--- src/rtl/wpi_pkg.sv ---
package wpi_pkg;

   // number of watched memory ports
   localparam int unsigned NPORT   = 3;
   // status layout: [NPORT-1:0] out-of-range, [2*NPORT-1:NPORT] watch hit
   localparam int unsigned STAT_W  = 2 * NPORT;
   localparam int unsigned OOR_LSB = 0;
   localparam int unsigned HIT_LSB = NPORT;
   // register address space
   localparam int unsigned RA_W       = 3;
   localparam int unsigned WATCH_BASE = 3;

   typedef enum logic [RA_W-1:0] {
      RA_STATUS = 3'd0,
      RA_STAT_EN = 3'd1,
      RA_SIG_EN = 3'd2
   } reg_sel_e;

   // direction encodings for the watch register
   localparam logic DIR_READ  = 1'b0;
   localparam logic DIR_WRITE = 1'b1;

endpackage

--- src/rtl/wpi_port_watch.sv ---
module wpi_port_watch
   import wpi_pkg::*;
#(
   parameter int unsigned ADDR_W   = 20,
   parameter int unsigned GRAN_LSB = 3,
   parameter int unsigned GRAN_W   = 16
) (
   input  logic              acc_valid,
   input  logic              acc_write,
   input  logic [ADDR_W-1:0] acc_addr,
   input  logic [ADDR_W-1:0] acc_limit,
   input  logic [GRAN_W-1:0] watch_gran,
   input  logic              watch_dir,
   output logic              hit_o,
   output logic              oor_o
);

   localparam int unsigned GRAN_MSB = GRAN_LSB + GRAN_W - 1;

   logic gran_eq;
   logic dir_eq;

   assign gran_eq = (acc_addr[GRAN_MSB:GRAN_LSB] == watch_gran);
   assign dir_eq  = (acc_write == watch_dir);
   assign hit_o   = acc_valid && gran_eq && dir_eq;
   assign oor_o   = acc_valid && (acc_addr >= acc_limit);

endmodule

--- src/rtl/wpi_regs.sv ---
module wpi_regs
   import wpi_pkg::*;
#(
   parameter int unsigned DATA_W = 32,
   parameter int unsigned GRAN_W = 16
) (
   input  logic                          clk,
   input  logic                          rst_n,
   input  logic                          reg_wr,
   input  logic [RA_W-1:0]               reg_addr,
   input  logic [DATA_W-1:0]             reg_wdata,
   output logic [DATA_W-1:0]             reg_rdata,
   input  logic [STAT_W-1:0]             event_i,
   output logic [STAT_W-1:0]             status_o,
   output logic [STAT_W-1:0]             stat_en_o,
   output logic [STAT_W-1:0]             sig_en_o,
   output logic [NPORT-1:0][GRAN_W-1:0]  watch_gran_o,
   output logic [NPORT-1:0]              watch_dir_o
);

   localparam int unsigned WATCH_W = GRAN_W + 1;

   logic [STAT_W-1:0]            stat_q;
   logic [STAT_W-1:0]            sten_q;
   logic [STAT_W-1:0]            sgen_q;
   logic [NPORT-1:0][GRAN_W-1:0] wgran_q;
   logic [NPORT-1:0]             wdir_q;

   logic              wr_status;
   logic [STAT_W-1:0] clr_mask;
   logic [STAT_W-1:0] set_mask;
   logic [STAT_W-1:0] stat_d;

   assign wr_status = reg_wr && (reg_addr == RA_STATUS);
   assign clr_mask  = wr_status ? reg_wdata[STAT_W-1:0] : '0;
   assign set_mask  = event_i & sten_q;
   // a fresh event overrides a clear of the same bit
   assign stat_d    = (stat_q & ~clr_mask) | set_mask;

   always_ff @(posedge clk or negedge rst_n) begin
      if (!rst_n) begin
         stat_q <= '0;
         sten_q <= '0;
         sgen_q <= '0;
      end else begin
         stat_q <= stat_d;
         if (reg_wr && reg_addr == RA_STAT_EN) sten_q <= reg_wdata[STAT_W-1:0];
         if (reg_wr && reg_addr == RA_SIG_EN)  sgen_q <= reg_wdata[STAT_W-1:0];
      end
   end

   for (genvar p = 0; p < NPORT; p++) begin : g_watch
      logic sel;
      assign sel = reg_wr && (reg_addr == RA_W'(WATCH_BASE + p));
      always_ff @(posedge clk or negedge rst_n) begin
         if (!rst_n) begin
            wgran_q[p] <= '0;
            wdir_q[p]  <= 1'b0;
         end else if (sel) begin
            wgran_q[p] <= reg_wdata[GRAN_W:1];
            wdir_q[p]  <= reg_wdata[0];
         end
      end
   end

   always_comb begin
      reg_rdata = '0;
      case (reg_addr)
         RA_STATUS:  reg_rdata = DATA_W'(stat_q);
         RA_STAT_EN: reg_rdata = DATA_W'(sten_q);
         RA_SIG_EN:  reg_rdata = DATA_W'(sgen_q);
         default: begin
            for (int i = 0; i < int'(NPORT); i++) begin
               if (reg_addr == RA_W'(WATCH_BASE + i))
                  reg_rdata = DATA_W'({wgran_q[i], wdir_q[i]});
            end
         end
      endcase
   end

   logic unused_wdata;
   assign unused_wdata = ^reg_wdata[DATA_W-1:WATCH_W];

   assign status_o     = stat_q;
   assign stat_en_o    = sten_q;
   assign sig_en_o     = sgen_q;
   assign watch_gran_o = wgran_q;
   assign watch_dir_o  = wdir_q;

   for (genvar b = 0; b < STAT_W; b++) begin : g_chk
      // a status bit only rises when its enable was set
      a_r6_rise_needs_enable: assert property (@(posedge clk) disable iff (!rst_n)
         $rose(stat_q[b]) |-> $past(sten_q[b]));
      // an enabled event always leaves the bit set
      a_r8_event_wins: assert property (@(posedge clk) disable iff (!rst_n)
         (event_i[b] && sten_q[b]) |=> stat_q[b]);
      // clear without a competing event drops the bit
      a_r7_clear_drops: assert property (@(posedge clk) disable iff (!rst_n)
         (wr_status && reg_wdata[b] && !(event_i[b] && sten_q[b])) |=> !stat_q[b]);
   end

endmodule

--- src/rtl/wpi_irq.sv ---
module wpi_irq
   import wpi_pkg::*;
(
   input  logic              clk,
   input  logic              rst_n,
   input  logic [STAT_W-1:0] status_i,
   input  logic [STAT_W-1:0] sig_en_i,
   output logic              irq_o
);

   logic irq_q;

   always_ff @(posedge clk or negedge rst_n) begin
      if (!rst_n) irq_q <= 1'b0;
      else        irq_q <= |(status_i & sig_en_i);
   end

   assign irq_o = irq_q;

   // no signal enables means no interrupt on the next cycle
   a_r9_masked_quiet: assert property (@(posedge clk) disable iff (!rst_n)
      (sig_en_i == '0) |=> !irq_o);

endmodule

--- src/rtl/wpi_watch_unit.sv ---
module wpi_watch_unit
   import wpi_pkg::*;
#(
   parameter int unsigned ADDR_W   = 20,
   parameter int unsigned DATA_W   = 32,
   parameter int unsigned GRAN_LSB = 3,
   parameter int unsigned GRAN_W   = 16
) (
   input  logic                    clk,
   input  logic                    rst_n,
   input  logic                    reg_wr,
   input  logic [RA_W-1:0]         reg_addr,
   input  logic [DATA_W-1:0]       reg_wdata,
   output logic [DATA_W-1:0]       reg_rdata,
   input  logic [NPORT-1:0]        acc_valid,
   input  logic [NPORT-1:0]        acc_write,
   input  logic [NPORT*ADDR_W-1:0] acc_addr,
   input  logic [NPORT*ADDR_W-1:0] acc_limit,
   output logic                    irq_o
);

   localparam int unsigned GRAN_MSB = GRAN_LSB + GRAN_W - 1;

   if (ADDR_W < GRAN_MSB + 1) begin : g_bad_addr
      $error("wpi_watch_unit: ADDR_W too narrow for the watch field");
   end
   if (DATA_W < GRAN_W + 1) begin : g_bad_data
      $error("wpi_watch_unit: DATA_W too narrow for a watch register");
   end
   if (DATA_W < STAT_W) begin : g_bad_stat
      $error("wpi_watch_unit: DATA_W too narrow for the status register");
   end

   logic [STAT_W-1:0]            events;
   logic [STAT_W-1:0]            status;
   logic [STAT_W-1:0]            stat_en;
   logic [STAT_W-1:0]            sig_en;
   logic [NPORT-1:0][GRAN_W-1:0] watch_gran;
   logic [NPORT-1:0]             watch_dir;

   for (genvar p = 0; p < NPORT; p++) begin : g_port
      logic hit;
      logic oor;
      wpi_port_watch #(
         .ADDR_W  (ADDR_W),
         .GRAN_LSB(GRAN_LSB),
         .GRAN_W  (GRAN_W)
      ) u_watch (
         .acc_valid (acc_valid[p]),
         .acc_write (acc_write[p]),
         .acc_addr  (acc_addr[p*ADDR_W +: ADDR_W]),
         .acc_limit (acc_limit[p*ADDR_W +: ADDR_W]),
         .watch_gran(watch_gran[p]),
         .watch_dir (watch_dir[p]),
         .hit_o     (hit),
         .oor_o     (oor)
      );
      assign events[HIT_LSB + p] = hit;
      assign events[OOR_LSB + p] = oor;

      // an enabled watch match lands in the port's hit bit
      a_r3_hit_latched: assert property (@(posedge clk) disable iff (!rst_n)
         (acc_valid[p] && stat_en[HIT_LSB + p] && (acc_write[p] == watch_dir[p]) &&
          (acc_addr[p*ADDR_W + GRAN_LSB +: GRAN_W] == watch_gran[p]))
         |=> status[HIT_LSB + p]);
      // an enabled out-of-range access lands in the port's range bit
      a_r5_oor_latched: assert property (@(posedge clk) disable iff (!rst_n)
         (acc_valid[p] && stat_en[OOR_LSB + p] &&
          (acc_addr[p*ADDR_W +: ADDR_W] >= acc_limit[p*ADDR_W +: ADDR_W]))
         |=> status[OOR_LSB + p]);
   end

   wpi_regs #(
      .DATA_W(DATA_W),
      .GRAN_W(GRAN_W)
   ) u_regs (
      .clk         (clk),
      .rst_n       (rst_n),
      .reg_wr      (reg_wr),
      .reg_addr    (reg_addr),
      .reg_wdata   (reg_wdata),
      .reg_rdata   (reg_rdata),
      .event_i     (events),
      .status_o    (status),
      .stat_en_o   (stat_en),
      .sig_en_o    (sig_en),
      .watch_gran_o(watch_gran),
      .watch_dir_o (watch_dir)
   );

   wpi_irq u_irq (
      .clk     (clk),
      .rst_n   (rst_n),
      .status_i(status),
      .sig_en_i(sig_en),
      .irq_o   (irq_o)
   );

endmodule

--- config.mk ---
export PLATFORM = sky130hd
export DESIGN_NAME = wpi_watch_unit
export DESIGN_NICKNAME = d
export VERILOG_FILES = /design/src/rtl/wpi_pkg.sv /design/src/rtl/wpi_port_watch.sv /design/src/rtl/wpi_regs.sv /design/src/rtl/wpi_irq.sv /design/src/rtl/wpi_watch_unit.sv
export SDC_FILE = /design/constraint.sdc
export NUM_CORES = 1
export LEC_CHECK = 0
export CORE_AREA = 2 2 108 110
export DETAILED_ROUTE_END_ITERATION = 16
export DIE_AREA = 0 0 110 112
export DONT_BUFFER_PORTS = 1
export GPL_TIMING_DRIVEN = 0
export SETUP_SLACK_MARGIN = 0.5
export SLEW_MARGIN = 20
export SYNTH_ARGS = -nofsm -noshare
export SYNTH_HDL_FRONTEND = slang
export SYNTH_SLANG_ARGS = --single-unit
--- constraint.sdc ---
create_clock -name clk -period 1.3 [get_ports clk]
set_clock_uncertainty 0.1 [all_clocks]
set_input_delay 0 -clock clk [delete_from_list [all_inputs] [get_ports clk]]
set_output_delay 0 -clock clk [all_outputs]
set_load 0.01 [all_outputs]
* Yosys cells after proc, flatten, opt, wreduce, memory -nomap -nowiden
Index checks and enable logic that the tools add are counted.
Widths: inputs -> output; s select.
** Word-level totals
- Register bits :: 70
- Input port bits :: 164
- Output and inout bits :: 33
- Word-level logic and storage cells :: 51
** Operators by class
- $lt $le $gt $ge :: 3
- Equal/unequal tests :: 11
- Mux-type cells :: 5
- Bitwise gates (word level) :: 5
- Reductions and logical operators :: 17
** Operators with widths (count)
- $pmux 32 s3 :: 1
- $ge 20x20->1 :: 3
- $mux 17 :: 3
- $eq 16x16->1 :: 3
- $and 6x6->6 :: 3
- $logic_and 1x1->1 :: 15
- $eq 3x2->1 const B :: 2
- $eq 3x3->1 const B :: 2
- $mux 6 :: 1
- $not 6->6 :: 1
- $or 6x6->6 :: 1
- $reduce_or 6->1 :: 1
- $eq 1x1->1 :: 3
- $eq 3x1->1 const B :: 1
- $logic_not 3->1 :: 1

* Longest topological paths before layout
- Depth after elaboration :: 6
- Depth in mapped cells :: 8
- Mapped depth without buffers :: 8

* Hierarchy
From an unflattened synthesis, not the netlist that was laid out.
** Second synthesis, totals
- Cell total of the unflattened synthesis :: 537
- Area total of the unflattened synthesis :: 5402.7 um^2
** By module, submodules not included
- wpi_regs :: instances 1, cells each 253, area an instance 3311.9 um^2, seq. area each 1726.7 um^2
- wpi_port_watch :: instances 3, cells each 93, area an instance 679.4 um^2, seq. area each 0.0 um^2
- wpi_irq :: instances 1, cells each 5, area an instance 52.6 um^2, seq. area each 25.0 um^2

* Worst setup path after synthesis
OpenSTA, ideal clock, no wires.
- Path type :: input port to flip-flop
- From :: input acc_limit[37]
- To :: register u_regs.stat_q[1] (netlist: u_regs.status_o[1])
- Library setup time :: 0.067 ns
- Arrival :: 1.162 ns
- Data required time :: 1.133 ns
- Path slack :: -0.029 ns
- Cell stages on the path :: 7
- Path buffers :: 0
- Path through :: inv_1 -> ha_1 -> nand4_1 -> nor4_1 -> o211ai_1 -> o2111ai_1 -> a32o_1
** On the way
- Word-level cells in the longest chain between the ends :: 4
** RTL lines
- start: declaration :: line wpi_watch_unit.sv:18 : input logic [NPORT*ADDR_W-1:0] acc_limit,
- $ge 20x20->1 :: line wpi_port_watch.sv:26 : assign oor_o = acc_valid && (acc_addr >= acc_limit);
- $logic_and 1x1->1 :: line wpi_port_watch.sv:26
- $and 6x6->6 :: line wpi_regs.sv:36 : assign set_mask = event_i & sten_q;
- $or 6x6->6 :: line wpi_regs.sv:38 : assign stat_d = (stat_q & ~clr_mask) | set_mask;
- via u_regs.stat_d[1] :: line wpi_regs.sv:32 : logic [STAT_W-1:0] stat_d;
- end signal: assignment :: line wpi_regs.sv:46 : stat_q <= stat_d;
- end: declaration :: line wpi_regs.sv:23 : logic [STAT_W-1:0] stat_q;
The timed path passes the listed nets, and every way through them passes these cells.
A chain may end at the register's enable or synchronous reset.

* Final worst setup path
- From :: register u_regs.stat_q[2] (netlist: u_regs.status_o[2])
- To :: output reg_rdata[2]
** On the way
- Word-level cells in the longest chain between the ends :: 1
** RTL lines
- $pmux 32 s3 :: line wpi_regs.sv:68 : case (reg_addr)
- end: declaration :: line wpi_watch_unit.sv:14 : output logic [DATA_W-1:0] reg_rdata,
Every way passes these cells.

==> impl_metrics.csv <==
group,metric,value,unit
drt,ant_nets,0,
grt,grt_usage,0.270,
yosys,async_reset_ff_frac,1.00,
layout,fin_area,0.00761,mm^2
drt,via_per_inst,5.63,
floorplanning,fp-row-count,39,
yosys,yosys_warnings,0,
setup_path,arrival,1420,ps
setup_path,path_class,"reg2out",
setup_path,ff2ff_path_depth,4,
layout,register_area,0.00176,mm^2
drt,drtIter0Drc,207,
grt,grtUsageMet2,0.448,
sta,fmax,658,MHz
layout,drive_gt1_frac,0.405,
grt,grt_max_degree,71,
drt,vias,4411,
sta,finalMaxSlewViolations,0,
floorplanning,coreArea,0.0112,mm^2
drt,drt_first_pass_iters,4,
sta,setup_violations,19,
yosys,netlist_area,0.00550,mm^2
layout,multi_input_area,0.00398,mm^2
place,dpl_worst_slack,-179,ps
cts,clockBufferDepth,2,
run_status,status,"complete, but fails checks",
yosys,ys_types,44,
floorplanning,initial_core_util,0.492,
yosys,ys_seq_elements,70,
sta,whs,-741,ps
power_and_ir_drop,power_density,1170,mW/mm^2
setup_path,crit_path_start_kind,"flop",
cts,cts_hold_buf,23,
yosys,yosys_most_used_dff,"dfrtp_1",
layout,antennaDiodeCount,0,
cts,clk_pin_slew,50,ps
setup_path,cp.required,1200,ps
place,numPortBuffers,0,
sta,fin_crit,1520,ps
place,place.gp.congestion,0.860,
worst_hold_path,hold_class,"in2async",
power_and_ir_drop,ir_worst_vdd,1.01,mV
yosys,synth_area_per_cell,10.3,um^2
grt,grt_util_met1,0.341,
grt,use_met3,0.0861,
drt,routed_wl,16.5,mm
cts,clk_latency,340,ps
place,post_dp_cell_area,0.00606,mm^2
floorplanning,die_w,110,um
job,max-cap-violations,0,
grt,grt_pass1_vias,4481,
grt,antenna_found_initial,0,
layout,area_delta_synth_final,38.5,%
grt,grt-busiest-layer,"met2",
yosys,syn_inst,532,
place,place_hpwl,12.1,mm
cts,cts_sinks,70,
sta,hold_viol,96,
cts,cts-root-buf,"clkbuf_16",
power_and_ir_drop,power.leakage,3.64,nW
yosys,seq_area_frac_synth,0.319,
setup_path,cp_max_fo,2,
floorplanning,die_h,112,um
layout,fillers,869,
sta,setup_slack,-220,ps
drt,drc,0,
grt,grt_remaining_overflow,0,
drt,wl_per_cell,21.1,um
floorplanning,io_pins,197,
grt,grt_first_pass_wirelength,24.7,mm
yosys,synth_edf_count,0,
cts,cts_tree,"yes",
layout,nets,859,
sta,finalCritPeriodShare,1.17,
sta,rsz0062_at_grt,"true",
floorplanning,dieArea,0.0123,mm^2
cts,htree_levels,3,
run_status,violations,"negative hold slack, negative setup slack",
setup_path,worstSetupEndpointType,"primary output",
cts,numCtsBuffers,9,
==> through the flow <==
stage | utilization | power (W) | TNS (ps) | instances
2_1_floorplan | - | 0.00471 | 0 | 546
3_3_place_gp | 0.542 | 0.00515 | -570 | 689
3_5_place_dp | 0.542 | 0.00522 | -766 | 689
4_1_cts | 0.650 | 0.00852 | -1550 | 760
5_1_grt | 0.681 | 0.00934 | -2650 | 783
6_report | 0.681 | 0.00893 | -1780 | 783
==> critical path, stage by stage, from the launching register on <==
cell	delay [ps]
dfrtp_1	430
mux2_2	290
o221ai_2	150
o31a_1	170
a21oi_2	60
==> area by class of cell <==
cell class              count  share of cell area
inverters                  63              0.0409
repair buffers             78               0.101
well taps                 143              0.0235
flip-flops and latches     70               0.231
clock buffers              11              0.0319
multi-input cells         383               0.523
clock inverters             5              0.0108
plain buffers              30              0.0378
==> flip-flops by register name, summed over array words and instances, names as in the netlist <==
name,count
u_regs.sig_en_o,6
u_regs.stat_en_o,6
u_irq.irq_o,1
u_regs.watch_gran_o,48
u_regs.status_o,6
u_regs.watch_dir_o,3
==> Yosys cell counts (6+ instances only) <==
cell	n	area (um^2)
a21o_1	12	90.1
buf_6	6	67.6
o221ai_1	6	52.6
a22o_1	21	184
o31a_1	6	52.6
mux2_2	49	552
xor2_1	48	420
inv_1	61	229
ha_1	60	751
mux2_4	20	300
buf_4	15	113
nand2_1	24	90.1
nor4_1	13	81.3
o21ai_0	12	60.1
dfrtp_1	70	1750
a21oi_1	25	125
o22ai_1	6	37.5
nand4_1	11	68.8
nor2_1	18	67.6
==> cells by family after synthesis <==
| group | Yosys count | synth area share |
|---|---|---|
| compound gates | 106 | 0.135 |
| xor+xnor | 51 | 0.0813 |
| fa+ha+maj | 60 | 0.137 |
| buf+inv | 93 | 0.0881 |
| flops | 70 | 0.319 |
| mux | 69 | 0.155 |
| other cells | 1 | 0.000682 |
| simple gates | 82 | 0.0845 |
==> power by group <==
part	switching, W	internal (W)	total (W)
Sequential	0.000549	0.00267	0.00321
Clock	0.000937	0.00173	0.00267
Combinational	0.00119	0.00185	0.00304
==> metal layers <==
metal / wire (um) / share of wire
met5: 0 / 0
met4: 265 / 0.016
met3: 1310 / 0.079
met2: 8300 / 0.50
met1: 6640 / 0.40
==> path summary, 6_finish.rpt <==
path	start	endpoint	slack (ps)
max	u_regs.status_o[2]$_DFF_PN0_	reg_rdata[2]	-220
min	rst_n	u_regs.stat_en_o[0]$_DFFE_PN0P_	-740
max reg2reg	u_regs.watch_gran_o[13]$_DFFE_PN0P_	u_regs.status_o[3]$_DFF_PN0_	-170
min reg2reg	u_regs.sig_en_o[2]$_DFFE_PN0P_	u_regs.sig_en_o[2]$_DFFE_PN0P_	450
max in group asynchronous	rst_n	u_regs.sig_en_o[1]$_DFFE_PN0P_	1720
min in group clk	reg_wr	u_regs.watch_gran_o[38]$_DFFE_PN0P_	-70
==> timing repair <==
action / CTS / global route
endpoints found under the hold margin: 139 / 95
setup buffers: 31 / 23
gates cloned: 1 / 0
pin swaps: 47 / 32
gates resized for setup: 82 / 39
setup endpoints to repair: 88 / 88
==> layout by cell type (no fill, tap or decap), types with 3 or more instances in the layout <==
cell / count
mux2_2: 3
buf_2: 3
o21ai_1: 10
buf_12: 3
o31a_1: 6
a211oi_1: 3
ha_1: 41
dfrtp_2: 4
clkbuf_16: 9
o22ai_1: 6
nand3_1: 5
nor4_2: 7
a22oi_2: 3
mux2_4: 66
o221ai_2: 6
inv_1: 47
a22o_1: 21
ha_4: 19
a21oi_2: 11
xor2_1: 46
nand4_1: 11
xnor2_1: 3
a21o_1: 12
buf_4: 46
conb_1: 15
nor3_4: 3
a21oi_1: 13
inv_4: 6
nor2_1: 17
nand2_1: 22
inv_2: 6
buf_8: 4
dlygate4sd3_1: 23
dfrtp_1: 66
buf_6: 25
nor4_1: 5
Note: power is estimated with default switching activity, not from simulation.
